==> src/rtl/dma_periph_pkg.sv <==
package dma_periph_pkg;

   // Mode bits latched when a transfer starts.
   typedef struct packed {
      logic strobe_on_ack;  // acknowledge doubles as data strobe
      logic burst;          // hold request across units
      logic to_device;      // bus -> FIFO when set
   } xfer_mode_t;

   localparam int unsigned CTL_LINES = 3;  // ack, rd, wr

endpackage

==> src/rtl/dma_sync.sv <==
module dma_sync #(
   parameter int unsigned WIDTH  = 1,
   parameter int unsigned STAGES = 2,
   parameter logic [WIDTH-1:0] RST_VAL = '0
) (
   input  logic             clk,
   input  logic             rst_n,
   input  logic [WIDTH-1:0] d,
   output logic [WIDTH-1:0] q
);

   if (STAGES < 2) begin : g_bad_stages
      $error("dma_sync: STAGES must be at least 2");
   end
   if (WIDTH < 1) begin : g_bad_width
      $error("dma_sync: WIDTH must be at least 1");
   end

   logic [WIDTH-1:0] stage_q [STAGES];

   always_ff @(posedge clk or negedge rst_n) begin
      if (!rst_n) begin
         for (int i = 0; i < int'(STAGES); i++) stage_q[i] <= RST_VAL;
      end else begin
         stage_q[0] <= d;
         for (int i = 1; i < int'(STAGES); i++) stage_q[i] <= stage_q[i-1];
      end
   end

   assign q = stage_q[STAGES-1];

endmodule

==> src/rtl/dma_xfer_path.sv <==
module dma_xfer_path
   import dma_periph_pkg::*;
#(
   parameter int unsigned DATA_W       = 8,
   parameter bit          OE_FROM_PINS = 1'b1
) (
   input  logic              clk,
   input  logic              rst_n,
   input  logic              active,
   input  xfer_mode_t        mode,
   input  logic              ack_s,
   input  logic              rd_s,
   input  logic              wr_s,
   input  logic              ack_pin,
   input  logic              rd_pin,
   input  logic [DATA_W-1:0] bus_din_d,
   input  logic [DATA_W-1:0] fifo_rd_data,
   output logic              unit_done,
   output logic              bus_oe,
   output logic [DATA_W-1:0] bus_dout,
   output logic              fifo_rd_en,
   output logic              fifo_wr_en,
   output logic [DATA_W-1:0] fifo_wr_data
);

   logic              strobe_now;
   logic              strobe_q;
   logic [DATA_W-1:0] cap_q;

   // Qualified strobe in the synchronized domain.
   always_comb begin
      if (mode.strobe_on_ack) strobe_now = active && ack_s;
      else if (mode.to_device) strobe_now = active && ack_s && wr_s;
      else                     strobe_now = active && ack_s && rd_s;
   end

   always_ff @(posedge clk or negedge rst_n) begin
      if (!rst_n) begin
         strobe_q <= 1'b0;
         cap_q    <= '0;
      end else begin
         strobe_q <= strobe_now;
         if (strobe_now) cap_q <= bus_din_d;
      end
   end

   // Trailing edge of the strobe completes one unit.
   assign unit_done    = active && strobe_q && !strobe_now;
   assign fifo_rd_en   = unit_done && !mode.to_device;
   assign fifo_wr_en   = unit_done &&  mode.to_device;
   assign fifo_wr_data = cap_q;
   assign bus_dout     = fifo_rd_data;

   // Driver enable: straight from the pins (no latency) or from the
   // synchronized copies (glitch-free, lags by the synchronizer depth).
   if (OE_FROM_PINS) begin : g_oe_pins
      assign bus_oe = active && !mode.to_device && ack_pin &&
                      (mode.strobe_on_ack || rd_pin);
   end else begin : g_oe_sync
      assign bus_oe = active && !mode.to_device && ack_s &&
                      (mode.strobe_on_ack || rd_s);
   end

   // read/write strobe motion alone never completes a unit
   p_ack_only_ignores_rw_r4: assert property (@(posedge clk) disable iff (!rst_n)
      (active && mode.strobe_on_ack && $stable(ack_s)) |-> !unit_done);

   // no push while the FIFO is the source
   p_no_push_on_read_r7: assert property (@(posedge clk) disable iff (!rst_n)
      fifo_wr_en |-> mode.to_device);

endmodule

==> src/rtl/dma_req_ctrl.sv <==
module dma_req_ctrl
   import dma_periph_pkg::*;
#(
   parameter int unsigned CNT_W = 8
) (
   input  logic             clk,
   input  logic             rst_n,
   input  logic             start,
   input  xfer_mode_t       cfg_mode,
   input  logic [CNT_W-1:0] cfg_count,
   input  logic             unit_done,
   input  logic             ack_s,
   input  logic             fifo_empty,
   input  logic             fifo_full,
   output xfer_mode_t       mode,
   output logic             active,
   output logic             dreq,
   output logic             done
);

   xfer_mode_t       mode_q;
   logic [CNT_W-1:0] remain_q;
   logic             active_q, done_q, hold_q, dreq_q;
   logic             accept, last_unit, ready, dreq_d, hold_d;

   assign accept    = start && !active_q;
   assign last_unit = unit_done && active_q && (remain_q == CNT_W'(1));
   assign ready     = mode_q.to_device ? !fifo_full : !fifo_empty;

   always_comb begin
      dreq_d = active_q && ready && !hold_q && !last_unit &&
               !(unit_done && !mode_q.burst);
      if (accept)                                   hold_d = 1'b0;
      else if (unit_done && active_q && !mode_q.burst) hold_d = 1'b1;
      else if (!ack_s)                              hold_d = 1'b0;
      else                                          hold_d = hold_q;
   end

   always_ff @(posedge clk or negedge rst_n) begin
      if (!rst_n) begin
         mode_q   <= '0;
         remain_q <= '0;
         active_q <= 1'b0;
         done_q   <= 1'b0;
         hold_q   <= 1'b0;
         dreq_q   <= 1'b0;
      end else begin
         done_q <= 1'b0;
         dreq_q <= dreq_d;
         hold_q <= hold_d;
         if (accept) begin
            mode_q   <= cfg_mode;
            remain_q <= cfg_count;
            active_q <= (cfg_count != '0);
            done_q   <= (cfg_count == '0);
         end else if (unit_done && active_q) begin
            remain_q <= remain_q - CNT_W'(1);
            if (last_unit) begin
               active_q <= 1'b0;
               done_q   <= 1'b1;
            end
         end
      end
   end

   assign mode   = mode_q;
   assign active = active_q;
   assign dreq   = dreq_q;
   assign done   = done_q;

   // completion is a single-cycle pulse
   p_done_pulse_r2: assert property (@(posedge clk) disable iff (!rst_n)
      done_q |=> !done_q);
   // no request once finished
   p_quiet_at_done_r2: assert property (@(posedge clk) disable iff (!rst_n)
      done_q |-> !dreq_q);
   // single-cycle pacing drops the request after a unit
   p_single_drop_r8: assert property (@(posedge clk) disable iff (!rst_n)
      (unit_done && active_q && !mode_q.burst) |=> !dreq_q);
   // re-arm only after acknowledge seen released
   p_rearm_gap_r8: assert property (@(posedge clk) disable iff (!rst_n)
      (!mode_q.burst && $rose(dreq_q)) |-> !$past(ack_s));
   // burst keeps the request between units
   p_burst_keep_r9: assert property (@(posedge clk) disable iff (!rst_n)
      (dreq_q && mode_q.burst && unit_done && !last_unit && ready) |=> dreq_q);
   // request only follows a ready FIFO
   p_ready_gate_r10: assert property (@(posedge clk) disable iff (!rst_n)
      dreq_q |-> $past(ready));

endmodule

==> src/rtl/dma_periph_if.sv <==
module dma_periph_if
   import dma_periph_pkg::*;
#(
   parameter int unsigned DATA_W       = 8,
   parameter int unsigned CNT_W        = 8,
   parameter int unsigned SYNC_STAGES  = 2,
   parameter int unsigned PACKET_UNITS = 64,
   parameter bit          OE_FROM_PINS = 1'b1
) (
   input  logic              clk,
   input  logic              rst_n,
   input  logic              cfg_start,
   input  logic [CNT_W-1:0]  cfg_count,
   input  logic              cfg_ack_strobe,
   input  logic              cfg_burst,
   input  logic              cfg_to_device,
   output logic              dreq,
   input  logic              dack_n,
   input  logic              rd_n,
   input  logic              wr_n,
   input  logic [DATA_W-1:0] bus_din,
   output logic [DATA_W-1:0] bus_dout,
   output logic              bus_oe,
   input  logic [DATA_W-1:0] fifo_rd_data,
   input  logic              fifo_empty,
   output logic              fifo_rd_en,
   output logic [DATA_W-1:0] fifo_wr_data,
   input  logic              fifo_full,
   output logic              fifo_wr_en,
   output logic              done
);

   localparam longint unsigned COUNT_MAX = (64'd1 << CNT_W) - 64'd1;

   if (PACKET_UNITS > COUNT_MAX) begin : g_bad_cnt
      $error("dma_periph_if: CNT_W too narrow for PACKET_UNITS");
   end
   if (DATA_W < 1) begin : g_bad_data
      $error("dma_periph_if: DATA_W must be positive");
   end

   logic [CTL_LINES-1:0] ctl_s_n;
   logic [DATA_W-1:0]    din_d;
   logic                 ack_s, rd_s, wr_s;
   logic                 unit_done, active;
   xfer_mode_t           cfg_mode, mode;

   assign cfg_mode = '{strobe_on_ack: cfg_ack_strobe, burst: cfg_burst,
                       to_device: cfg_to_device};

   dma_sync #(.WIDTH(CTL_LINES), .STAGES(SYNC_STAGES),
              .RST_VAL({CTL_LINES{1'b1}})) i_ctl_sync (
      .clk(clk), .rst_n(rst_n), .d({dack_n, rd_n, wr_n}), .q(ctl_s_n));

   // Data delayed by the same depth so it lines up with the strobe.
   dma_sync #(.WIDTH(DATA_W), .STAGES(SYNC_STAGES), .RST_VAL('0)) i_data_dly (
      .clk(clk), .rst_n(rst_n), .d(bus_din), .q(din_d));

   assign ack_s = !ctl_s_n[2];
   assign rd_s  = !ctl_s_n[1];
   assign wr_s  = !ctl_s_n[0];

   dma_req_ctrl #(.CNT_W(CNT_W)) i_req (
      .clk(clk), .rst_n(rst_n), .start(cfg_start), .cfg_mode(cfg_mode),
      .cfg_count(cfg_count), .unit_done(unit_done), .ack_s(ack_s),
      .fifo_empty(fifo_empty), .fifo_full(fifo_full), .mode(mode),
      .active(active), .dreq(dreq), .done(done));

   dma_xfer_path #(.DATA_W(DATA_W), .OE_FROM_PINS(OE_FROM_PINS)) i_path (
      .clk(clk), .rst_n(rst_n), .active(active), .mode(mode),
      .ack_s(ack_s), .rd_s(rd_s), .wr_s(wr_s),
      .ack_pin(!dack_n), .rd_pin(!rd_n), .bus_din_d(din_d),
      .fifo_rd_data(fifo_rd_data), .unit_done(unit_done), .bus_oe(bus_oe),
      .bus_dout(bus_dout), .fifo_rd_en(fifo_rd_en), .fifo_wr_en(fifo_wr_en),
      .fifo_wr_data(fifo_wr_data));

   // bus driver idle whenever the latched direction is toward the device
   p_no_oe_to_device_r7: assert property (@(posedge clk) disable iff (!rst_n)
      bus_oe |-> !mode.to_device);
   // at most one FIFO side moves per cycle
   p_one_side_r5: assert property (@(posedge clk) disable iff (!rst_n)
      !(fifo_rd_en && fifo_wr_en));

endmodule

==> config.mk <==
export PLATFORM = sky130hd
export DESIGN_NAME = dma_periph_if
export DESIGN_NICKNAME = d
export VERILOG_FILES = /design/src/rtl/dma_periph_pkg.sv /design/src/rtl/dma_sync.sv /design/src/rtl/dma_xfer_path.sv /design/src/rtl/dma_req_ctrl.sv /design/src/rtl/dma_periph_if.sv
export SDC_FILE = /design/constraint.sdc
export NUM_CORES = 1
export LEC_CHECK = 0
export BUFFER_PORTS_ARGS = -buffer_cell sky130_fd_sc_hd__buf_2
export CELL_PAD_IN_SITES_DETAIL_PLACEMENT = 2
export CELL_PAD_IN_SITES_GLOBAL_PLACEMENT = 2
export CORE_MARGIN = 2
export CORE_UTILIZATION = 34
export CTS_CLUSTER_SIZE = 40
export DETAILED_ROUTE_END_ITERATION = 10
export GPL_TIMING_DRIVEN = 1
export PLACE_DENSITY_LB_ADDON = 0.08
export SLEW_MARGIN = 20
export SYNTH_ARGS = -nofsm -noshare
export SYNTH_HDL_FRONTEND = slang
export SYNTH_SLANG_ARGS = --single-unit
export TNS_END_PERCENT = 30
==> constraint.sdc <==
create_clock -name clk -period 5.04 [get_ports clk]
set_clock_uncertainty 0.1 [all_clocks]
set_input_delay 0.252 -clock clk [delete_from_list [all_inputs] [get_ports clk]]
set_output_delay 0.252 -clock clk [all_outputs]
set_load 0.1 [all_outputs]
# Word level (Yosys, flattened, before mapping)
# Cells that the tools add are included.
# W data, S select, Z words.
# totals
ff_bits	46
latchBits	0
ramBits	0
rom_bits	0
in_bits	35
output_inout_bits	21
word_cells	70
n_memories	0
# classes
add_sub_neg	1
mul	0
div_mod_pow	0
order_cmp	0
eq_ne	1
n_shift	0
muxes	14
bitwise_logic	0
reduce_logical	40
# op_table
op	count
$logic_and A1 B1 Y1	19
$mux W8	2
$logic_not A1 Y1	14
$mux W1	12
$eq A8 B1 Y1 const B	1
$logic_not A8 Y1	1
$reduce_bool A8 Y1	1
$sub A8 B1 Y8 const B	1
$reduce_bool A2 Y1	2
$reduce_bool A3 Y1	1
$reduce_and A2 Y1	1
$logic_or A1 B1 Y1	1

# Logic depth before layout (Yosys ltp)
# Gate-level depths: netlist of the first run.
# logic_depth
depth_word	12
depth_mapped	6
mapped_depth_nobuf	6

# Cells and area by module
# A second synthesis of the first run with hierarchy kept.
# unflattened
hier_cells	154
hier_area_um2	1900.6
# modules_own_cells
mod	n_inst	cells_per_inst	area_per_inst_um2	seq_area_each_um2
dma_req_ctrl	1	80	785.8	375.4
dma_sync (i_data_dly)	1	24	460.4	400.4
dma_xfer_path	1	36	455.4	225.2
dma_sync (i_ctl_sync)	1	9	180.2	157.7
dma_periph_if	1	5	18.8	0.0

# Least setup slack after synthesis of the first run
# OpenSTA, ideal clock, no wires.
# synth_path
path_type	flip-flop to output port
startpoint	register i_req.active_q (netlist: i_req.active)
endpoint	output bus_oe
t_arrival_ps	5193
t_required_ps	4688
path_slack_ps	-505
stages_incl_launch_ff	4
path_buffers	1
cell_sequence	dfrtp_1 > clkbuf_2 > inv_1 > a2111oi_0
# synth_between
elab_chain_cells	3
# synth_lines
element	line_no	text
from (decl)	dma_req_ctrl.sv:23	logic active_q, done_q, hold_q, dreq_q;
from (signal assigned)	dma_req_ctrl.sv:54	active_q <= (cfg_count != '0);
$logic_and A1 B1 Y1 (3 in a row)	dma_xfer_path.sv:57	assign bus_oe = active && !mode.to_device && ack_pin &&
to (decl)	dma_periph_if.sv:23	output logic bus_oe,
# No other way between the ends.

# Worst setup path after layout of the first run
# layout_path
startpoint	register i_req.mode_q (netlist bit i_req.mode[0])
endpoint	output fifo_wr_en
# layout_between
elab_chain_cells	5
# layout_lines
element	line_no	text
from (decl)	dma_req_ctrl.sv:21	xfer_mode_t mode_q;
from (signal assigned)	dma_req_ctrl.sv:52	mode_q <= cfg_mode;
$mux W1	dma_xfer_path.sv:33	else if (mode.to_device) strobe_now = active && ack_s && wr_s;
$mux W1	dma_xfer_path.sv:32	if (mode.strobe_on_ack) strobe_now = active && ack_s;
$logic_not A1 Y1	dma_xfer_path.sv:48	assign unit_done = active && strobe_q && !strobe_now;
$logic_and A1 B1 Y1	dma_xfer_path.sv:48	
$logic_and A1 B1 Y1 *	dma_xfer_path.sv:50	assign fifo_wr_en = unit_done && mode.to_device;
to (decl)	dma_periph_if.sv:29	output logic fifo_wr_en,
# Every way passes the cells marked *; elsewhere a longest branch is shown, timed or not.

==> results of run 1 <==
## state kept, by name, summed over array words and instances (netlist names)
| register | flops |
|---|---|
| i_ctl_sync.q | 3 |
| i_req.remain_q | 8 |
| i_path.fifo_wr_data | 8 |
| i_path.strobe_q | 1 |
| i_req.hold_q | 1 |
| i_req.done | 1 |
| i_ctl_sync.stage_q | 3 |
| i_data_dly.q | 8 |
| i_data_dly.stage_q | 8 |
| i_req.active | 1 |
| i_req.dreq | 1 |
| i_req.mode | 3 |
## where the power goes
| part | total (mW) | switching, mW | internal [mW] |
|---|---|---|---|
| combinational | 0.655 | 0.490 | 0.165 |
| clock | 0.219 | 0.121 | 0.0980 |
| sequential | 0.540 | 0.0744 | 0.465 |
## final cells by class
class                   instances  area, um^2
fillers                       541        2890
flip-flops and latches         46        1160
multi-input cells              79         546
repair buffers                 51         318
well taps                      70        87.6
clock buffers                   6        72.6
inverters                       6        22.5
clock inverters                 2        13.8
## synth_stat cells (3+ instances only)
library cell	number	area, um^2
dfrtp_1	40	1000
nor3_1	4	20.0
o21ai_0	8	40.0
dfstp_2	6	158
nor2_1	5	18.8
inv_1	6	22.5
nand2_1	13	48.8
mux2_2	9	101
nor2b_1	3	18.8
buf_4	8	60.1
a221o_1	4	40.0
nor4_1	3	18.8
## worst register-to-register path: cells and delay by family, from the launching register on
family / cells / cell delay (ns)
flip-flops: 1 / 0.48
AO/OA/AOI/OAI: 3 / 0.74
multiplexers: 1 / 0.44
## cell families after synthesis
logic type / Yosys count / share of synthesized area
AOI/OAI and AO/OA: 26 / 0.111
adders and majority gates: 2 / 0.0139
buffers and inverters: 17 / 0.0535
DFF: 46 / 0.644
muxes: 10 / 0.0619
and+or+nand+nor: 41 / 0.116
## metal layers
metal / global-route usage / vias to the layer above / routed length, um
met5: 0 / - / 0
met4: 0.0455 / 0 / 38
met3: 0.0459 / 4 / 231
met2: 0.250 / 34 / 2110
met1: 0.193 / 630 / 1740
li1: - / 588 / -
## through the flow
step	setup slack (ns)	cells
detailed placement	3.03	240
finish	2.75	260
floorplan	0.867	142
CTS	2.68	259
global route	2.62	260
global placement	3.09	240
## final timing paths
check	to	slack, ns	cells past startpoint
worst min-delay path	i_req.mode[0]$_DFFE_PN0P_	0.05	3
max in group asynchronous	i_data_dly.q[3]$_DFF_PN0_	4.03	2
worst max-delay path	fifo_wr_en	2.75	4
worst min register to register	i_data_dly.q[2]$_DFF_PN0_	0.26	0
worst max register to register	i_req.remain_q[4]$_DFFE_PN0P_	3.16	4
min in group asynchronous	i_req.remain_q[4]$_DFFE_PN0P_	0.40	2
==> impl_metrics.xml, run 1 <==
<?xml version="1.0" encoding="UTF-8"?>
<metrics>
  <group name="global_route">
    <metric name="grt.total_usage" unit="">0.152</metric>
    <metric name="grt_first_pass_wirelength" unit="mm">7.05</metric>
    <metric name="initial_antenna_violation_count" unit="">0</metric>
    <metric name="total_congestion_overflow_after_global_routing" unit="">0</metric>
    <metric name="first_global_vias" unit="">1421</metric>
    <metric name="grt_start_max_net_pins" unit="">47</metric>
  </group>
  <group name="layout">
    <metric name="area_delta_synth_final" unit="%">23.3</metric>
    <metric name="drive_above_1_share" unit="">0.358</metric>
    <metric name="most-common-layout-cells" unit="">dfrtp_1, buf_2, nand2_1, dlygate4sd3_1, mux2_2</metric>
    <metric name="layout.cells.most_common" unit="">dfrtp_1</metric>
    <metric name="diodes_inserted" unit="">0</metric>
    <metric name="nNetsFinal" unit="">226</metric>
    <metric name="final_area" unit="um^2">2220</metric>
    <metric name="layout.core_utilization" unit="">0.434</metric>
  </group>
  <group name="logic_synthesis">
    <metric name="synth_async_sr_flop_share" unit="">1.00</metric>
    <metric name="synth.net_count" unit="">179</metric>
    <metric name="synth_area" unit="um^2">1800</metric>
    <metric name="synth_edf_count" unit="">0</metric>
    <metric name="yosysSeqAreaShare" unit="">0.644</metric>
    <metric name="synth-seq-cells" unit="">46</metric>
    <metric name="synthesis.instances" unit="">142</metric>
    <metric name="ys.warnings.count" unit="">0</metric>
    <metric name="dominantRegCellSynth" unit="">dfrtp_1</metric>
    <metric name="synth_area_per_cell" unit="um^2">12.7</metric>
    <metric name="post_synthesis_cell_type_count" unit="">38</metric>
  </group>
  <group name="run_status">
    <metric name="run_status" unit="">finished, final reports clean</metric>
  </group>
  <group name="drt">
    <metric name="drc_violation_count_after_routing" unit="">0</metric>
    <metric name="drt.antenna.violating_nets" unit="">0</metric>
    <metric name="drtIter0Drc" unit="">41</metric>
    <metric name="route.detailed.wl_per_inst" unit="um">15.9</metric>
    <metric name="detailedRoute.firstPassIterationCount" unit="">4</metric>
    <metric name="wirelength" unit="mm">4.12</metric>
    <metric name="dr_total_vias" unit="">1256</metric>
    <metric name="viasPerCell" unit="">4.83</metric>
  </group>
  <group name="setup_path">
    <metric name="critPathCaptureType" unit="">primary output</metric>
    <metric name="crit_path_start_kind" unit="">register</metric>
    <metric name="cpLargestDelayFamily" unit="">flip-flops</metric>
    <metric name="critical_path.cell_chain" unit="">mux2i_1, o21ai_2, and2_2, buf_2</metric>
    <metric name="path_class" unit="">register to primary output</metric>
    <metric name="r2r-start" unit="">i_req.mode[0]$_DFFE_PN0P_</metric>
    <metric name="slowest_stage" unit="">dfrtp_1</metric>
    <metric name="worstPathMaxFanout" unit="">8</metric>
    <metric name="cp_slowest_stage_delay" unit="ns">0.47</metric>
    <metric name="path_buf_inv" unit="">1</metric>
    <metric name="timing.critical_path.arrival" unit="ns">1.94</metric>
    <metric name="cp-startpoint" unit="">i_req.mode[0]$_DFFE_PN0P_</metric>
    <metric name="crit_required" unit="ns">4.69</metric>
  </group>
  <group name="sta">
    <metric name="final_hold_viol_count" unit="">0</metric>
    <metric name="period_share" unit="">0.455</metric>
    <metric name="post-route-min-period" unit="ns">2.29</metric>
    <metric name="max_clock_freq" unit="MHz">436</metric>
    <metric name="final_max_slew_viol_count" unit="">0</metric>
    <metric name="setup-violations-final" unit="">0</metric>
    <metric name="rsz_0062_raised_after_global_routing" unit="">no</metric>
    <metric name="worst_pin_slew" unit="ns">0.812</metric>
    <metric name="hold_ws" unit="ns">0.0541</metric>
    <metric name="finalSetupTns" unit="ns">0</metric>
    <metric name="relSlewSlack" unit="">0.458</metric>
  </group>
  <group name="run">
    <metric name="cap_viol_max_count" unit="">0</metric>
  </group>
  <group name="floorplan">
    <metric name="die_x" unit="um">76.7</metric>
    <metric name="die_height" unit="um">76.7</metric>
    <metric name="pin_count" unit="">56</metric>
    <metric name="fp.coreArea" unit="um^2">5110</metric>
    <metric name="effective_utilization_at_floorplan" unit="">0.352</metric>
    <metric name="placementRows" unit="">26</metric>
    <metric name="fp.dieArea" unit="um^2">5890</metric>
  </group>
  <group name="placed_design">
    <metric name="place_area" unit="um^2">2010</metric>
    <metric name="port-buffer-count" unit="">39</metric>
    <metric name="placer_congestion" unit="">0.773</metric>
    <metric name="dp_hpwl" unit="mm">2.99</metric>
  </group>
  <group name="clock_network">
    <metric name="holdBufCountCts" unit="">11</metric>
    <metric name="post-cts-setup-buffer-count" unit="">0</metric>
    <metric name="clkSinkCount" unit="">46</metric>
    <metric name="clock_tree.htree_level_count" unit="">2</metric>
    <metric name="cts-root-buf" unit="">clkbuf_8</metric>
    <metric name="cts_tree" unit="">yes</metric>
    <metric name="cts_made_buffers" unit="">5</metric>
    <metric name="cts_repair_resize_count" unit="">0</metric>
    <metric name="cts.path.max_buffers" unit="">2</metric>
    <metric name="insertion_delay" unit="ns">0.29</metric>
    <metric name="clk_pin_slew" unit="ns">0.08</metric>
  </group>
  <group name="power">
    <metric name="p_leak" unit="nW">1.02</metric>
    <metric name="power_density" unit="nW/um^2">637</metric>
    <metric name="power" unit="mW">1.41</metric>
    <metric name="max-vdd-ir-drop" unit="V">0.000285</metric>
  </group>
  <group name="hold_path">
    <metric name="min_from" unit="">cfg_to_device</metric>
    <metric name="min-delay-path-class" unit="">primary input to register</metric>
  </group>
</metrics>
No activity file was read; power rests on OpenSTA's default activity.
==> run 2, diff against run 1 <==
CORE_UTILIZATION = 29   (was 34)
clock period = 1.95 ns   (was 5.04 ns; I/O delays follow)
==> run 2 against run 1 <==
  * Cell count rose by 9.2%
  * Sequential power rose to 2.6 times the previous value
  * Register-to-register slack got worse by 2.9 ns
  * Wire length rose by 7.7%
  * Clock power rose to 2.8 times the previous value
  * Sequential cell count did not move
  * Die area rose by 16%
  * Critical endpoint is now fifo_rd_en
  * Largest power group unchanged
==> impl_metrics.xml, run 2 (synthesis results as in run 1) <==
<?xml version="1.0" encoding="UTF-8"?>
<metrics>
  <group name="run_status">
    <metric name="run_status" unit="">finished, final reports clean</metric>
  </group>
  <group name="drt">
    <metric name="wirelength" unit="mm">4.44</metric>
    <metric name="drt.antenna.violating_nets" unit="">0</metric>
    <metric name="detailedRoute.firstPassIterationCount" unit="">4</metric>
    <metric name="drtIter0Drc" unit="">43</metric>
    <metric name="drc_violation_count_after_routing" unit="">0</metric>
    <metric name="route.detailed.wl_per_inst" unit="um">15.6</metric>
    <metric name="dr_total_vias" unit="">1342</metric>
    <metric name="viasPerCell" unit="">4.73</metric>
  </group>
  <group name="setup_path">
    <metric name="critical_path.cell_chain" unit="">nand3b_1, o21a_2, nor2_2, buf_12</metric>
    <metric name="worstPathMaxFanout" unit="">9</metric>
    <metric name="cpLargestDelayFamily" unit="">flip-flops</metric>
    <metric name="crit_path_start_kind" unit="">register</metric>
    <metric name="timing.rr.end" unit="">i_req.remain_q[7]$_DFFE_PN0P_</metric>
    <metric name="register_to_register_path_setup_slack" unit="ns">0.22</metric>
    <metric name="slowest_stage" unit="">dfrtp_1</metric>
    <metric name="r2r_cells" unit="">4</metric>
    <metric name="crit_required" unit="ns">1.75</metric>
    <metric name="timing.critical_path.arrival" unit="ns">1.63</metric>
    <metric name="cp_slowest_stage_delay" unit="ns">0.48</metric>
    <metric name="r2r-start" unit="">i_req.active$_DFFE_PN0P_</metric>
    <metric name="critPathCaptureType" unit="">primary output</metric>
    <metric name="path_class" unit="">register to primary output</metric>
    <metric name="path_buf_inv" unit="">1</metric>
  </group>
  <group name="global_route">
    <metric name="initial_antenna_violation_count" unit="">0</metric>
    <metric name="grt_first_pass_wirelength" unit="mm">7.42</metric>
    <metric name="grt.total_usage" unit="">0.150</metric>
    <metric name="total_congestion_overflow_after_global_routing" unit="">0</metric>
    <metric name="grt_start_max_net_pins" unit="">47</metric>
    <metric name="first_global_vias" unit="">1562</metric>
  </group>
  <group name="layout">
    <metric name="drive_above_1_share" unit="">0.364</metric>
    <metric name="area_delta_synth_final" unit="%">37.0</metric>
    <metric name="diodes_inserted" unit="">0</metric>
    <metric name="final_cell_count_no_fill" unit="">284</metric>
    <metric name="most-common-layout-cells" unit="">dfrtp_1, buf_2, dlygate4sd3_1, nand2_1, mux2_2</metric>
    <metric name="final_area" unit="um^2">2460</metric>
    <metric name="nFillCells" unit="">654</metric>
    <metric name="layout.cells.most_common" unit="">dfrtp_1</metric>
    <metric name="nNetsFinal" unit="">245</metric>
  </group>
  <group name="placed_design">
    <metric name="port-buffer-count" unit="">39</metric>
    <metric name="placedCellCount" unit="">249</metric>
    <metric name="dp_hpwl" unit="mm">3.04</metric>
    <metric name="placer_congestion" unit="">0.742</metric>
    <metric name="place_area" unit="um^2">2090</metric>
    <metric name="dp_slack" unit="ns">0.186</metric>
  </group>
  <group name="clock_network">
    <metric name="clock_tree.htree_level_count" unit="">2</metric>
    <metric name="cts_tree" unit="">yes</metric>
    <metric name="cts-root-buf" unit="">clkbuf_8</metric>
    <metric name="insertion_delay" unit="ns">0.30</metric>
    <metric name="cts.path.max_buffers" unit="">2</metric>
    <metric name="clkSinkCount" unit="">46</metric>
    <metric name="clk_pin_slew" unit="ns">0.08</metric>
    <metric name="cts_made_buffers" unit="">5</metric>
  </group>
  <group name="hold_path">
    <metric name="min-delay-path-class" unit="">primary input to primary output</metric>
    <metric name="min_from" unit="">fifo_rd_data[1]</metric>
    <metric name="holdPathStages" unit="">0</metric>
    <metric name="min_delay_worst_endpoint" unit="">bus_dout[1]</metric>
  </group>
  <group name="floorplan">
    <metric name="pin_count" unit="">56</metric>
    <metric name="fp.coreArea" unit="um^2">5960</metric>
    <metric name="effective_utilization_at_floorplan" unit="">0.302</metric>
    <metric name="die_x" unit="um">82.8</metric>
    <metric name="placementRows" unit="">28</metric>
    <metric name="die_height" unit="um">82.8</metric>
    <metric name="fp.dieArea" unit="um^2">6850</metric>
  </group>
  <group name="power">
    <metric name="p_leak" unit="nW">1.11</metric>
    <metric name="max-vdd-ir-drop" unit="V">0.000979</metric>
    <metric name="power_density" unit="nW/um^2">1570</metric>
  </group>
  <group name="sta">
    <metric name="worst_slack_setup_final" unit="ns">0.123</metric>
    <metric name="max_clock_freq" unit="MHz">547</metric>
    <metric name="post-route-min-period" unit="ns">1.83</metric>
    <metric name="relSlewSlack" unit="">0.604</metric>
    <metric name="setup-violations-final" unit="">0</metric>
    <metric name="period_share" unit="">0.937</metric>
    <metric name="final_max_slew_viol_count" unit="">0</metric>
    <metric name="rsz_0062_raised_after_global_routing" unit="">no</metric>
    <metric name="final_hold_viol_count" unit="">0</metric>
    <metric name="worst_pin_slew" unit="ns">0.593</metric>
    <metric name="finalSetupTns" unit="ns">0</metric>
    <metric name="hold_ws" unit="ns">0.0950</metric>
  </group>
  <group name="run">
    <metric name="cap_viol_max_count" unit="">0</metric>
  </group>
</metrics>
==> run 2: cell count changes in the layout (fill, tap and decap cells not counted), sizes merged <==
cell,change
clkbuf,+2
inv,+1
clkinv,-2
dlygate4sd3,+14
buf,+4
==> run 2: where the power goes <==
group	leakage (nW)	internal, mW	switching (mW)
registers	0.538	1.20	0.189
logic	0.524	0.537	1.32
clock network	0.0489	0.293	0.325
==> run 2: per-stage QoR <==
step	total power [mW]	util
after floorplan	2.85	-
after global placement	3.18	0.351
final	3.86	0.414
after detailed placement	3.22	0.351
after global routing	4.12	0.414
after CTS	3.91	0.413
==> run 2: timing repair <==
| item | CTS | global route |
|---|---|---|
| pin swaps | 1 | 0 |
| hold endpoints to repair | 64 | 0 |
| hold buffers | 26 | 0 |
| gates resized for setup | 1 | 2 |
| setup buffers | 1 | 0 |
| endpoints found under the setup margin | 2 | 2 |
==> run 2: how the worst max path moves through the flow <==
stage	from	end	slack (ns)	cells past startpoint
floorplan	i_req.mode[0]$_DFFE_PN0P_	fifo_rd_en	-0.43	3
global placement	i_req.mode[0]$_DFFE_PN0P_	i_req.remain_q[5]$_DFFE_PN0P_	0.20	4
detailed placement	i_ctl_sync.q[0]$_DFF_PN1_	i_req.remain_q[7]$_DFFE_PN0P_	0.19	4
CTS	i_req.mode[0]$_DFFE_PN0P_	fifo_rd_en	0.04	4
global route	i_req.active$_DFFE_PN0P_	fifo_rd_en	0.01	4
finish	i_req.active$_DFFE_PN0P_	fifo_rd_en	0.12	4
==> run 2: final cells by class <==
type                            count  area [um^2]  area share
Clock buffer                        7         86.3      0.0350
Clock inverter                      1         8.76     0.00355
Sequential cell                    46         1160       0.470
Timing Repair Buffer               70          526       0.213
Inverter                            6         22.5     0.00914
Tap cell                           75         93.8      0.0381
Multi-Input combinational cell     79          569       0.231
==> run 2: routing by layer <==
metal  wire, um  up-vias  GRT usage  share of wire
met5          0        -          0              0
met4         70        0     0.0623          0.016
met3        158        9     0.0359          0.036
met2       2360       30      0.264           0.53
met1       1850      681      0.175           0.42
li1           -      622          -              -
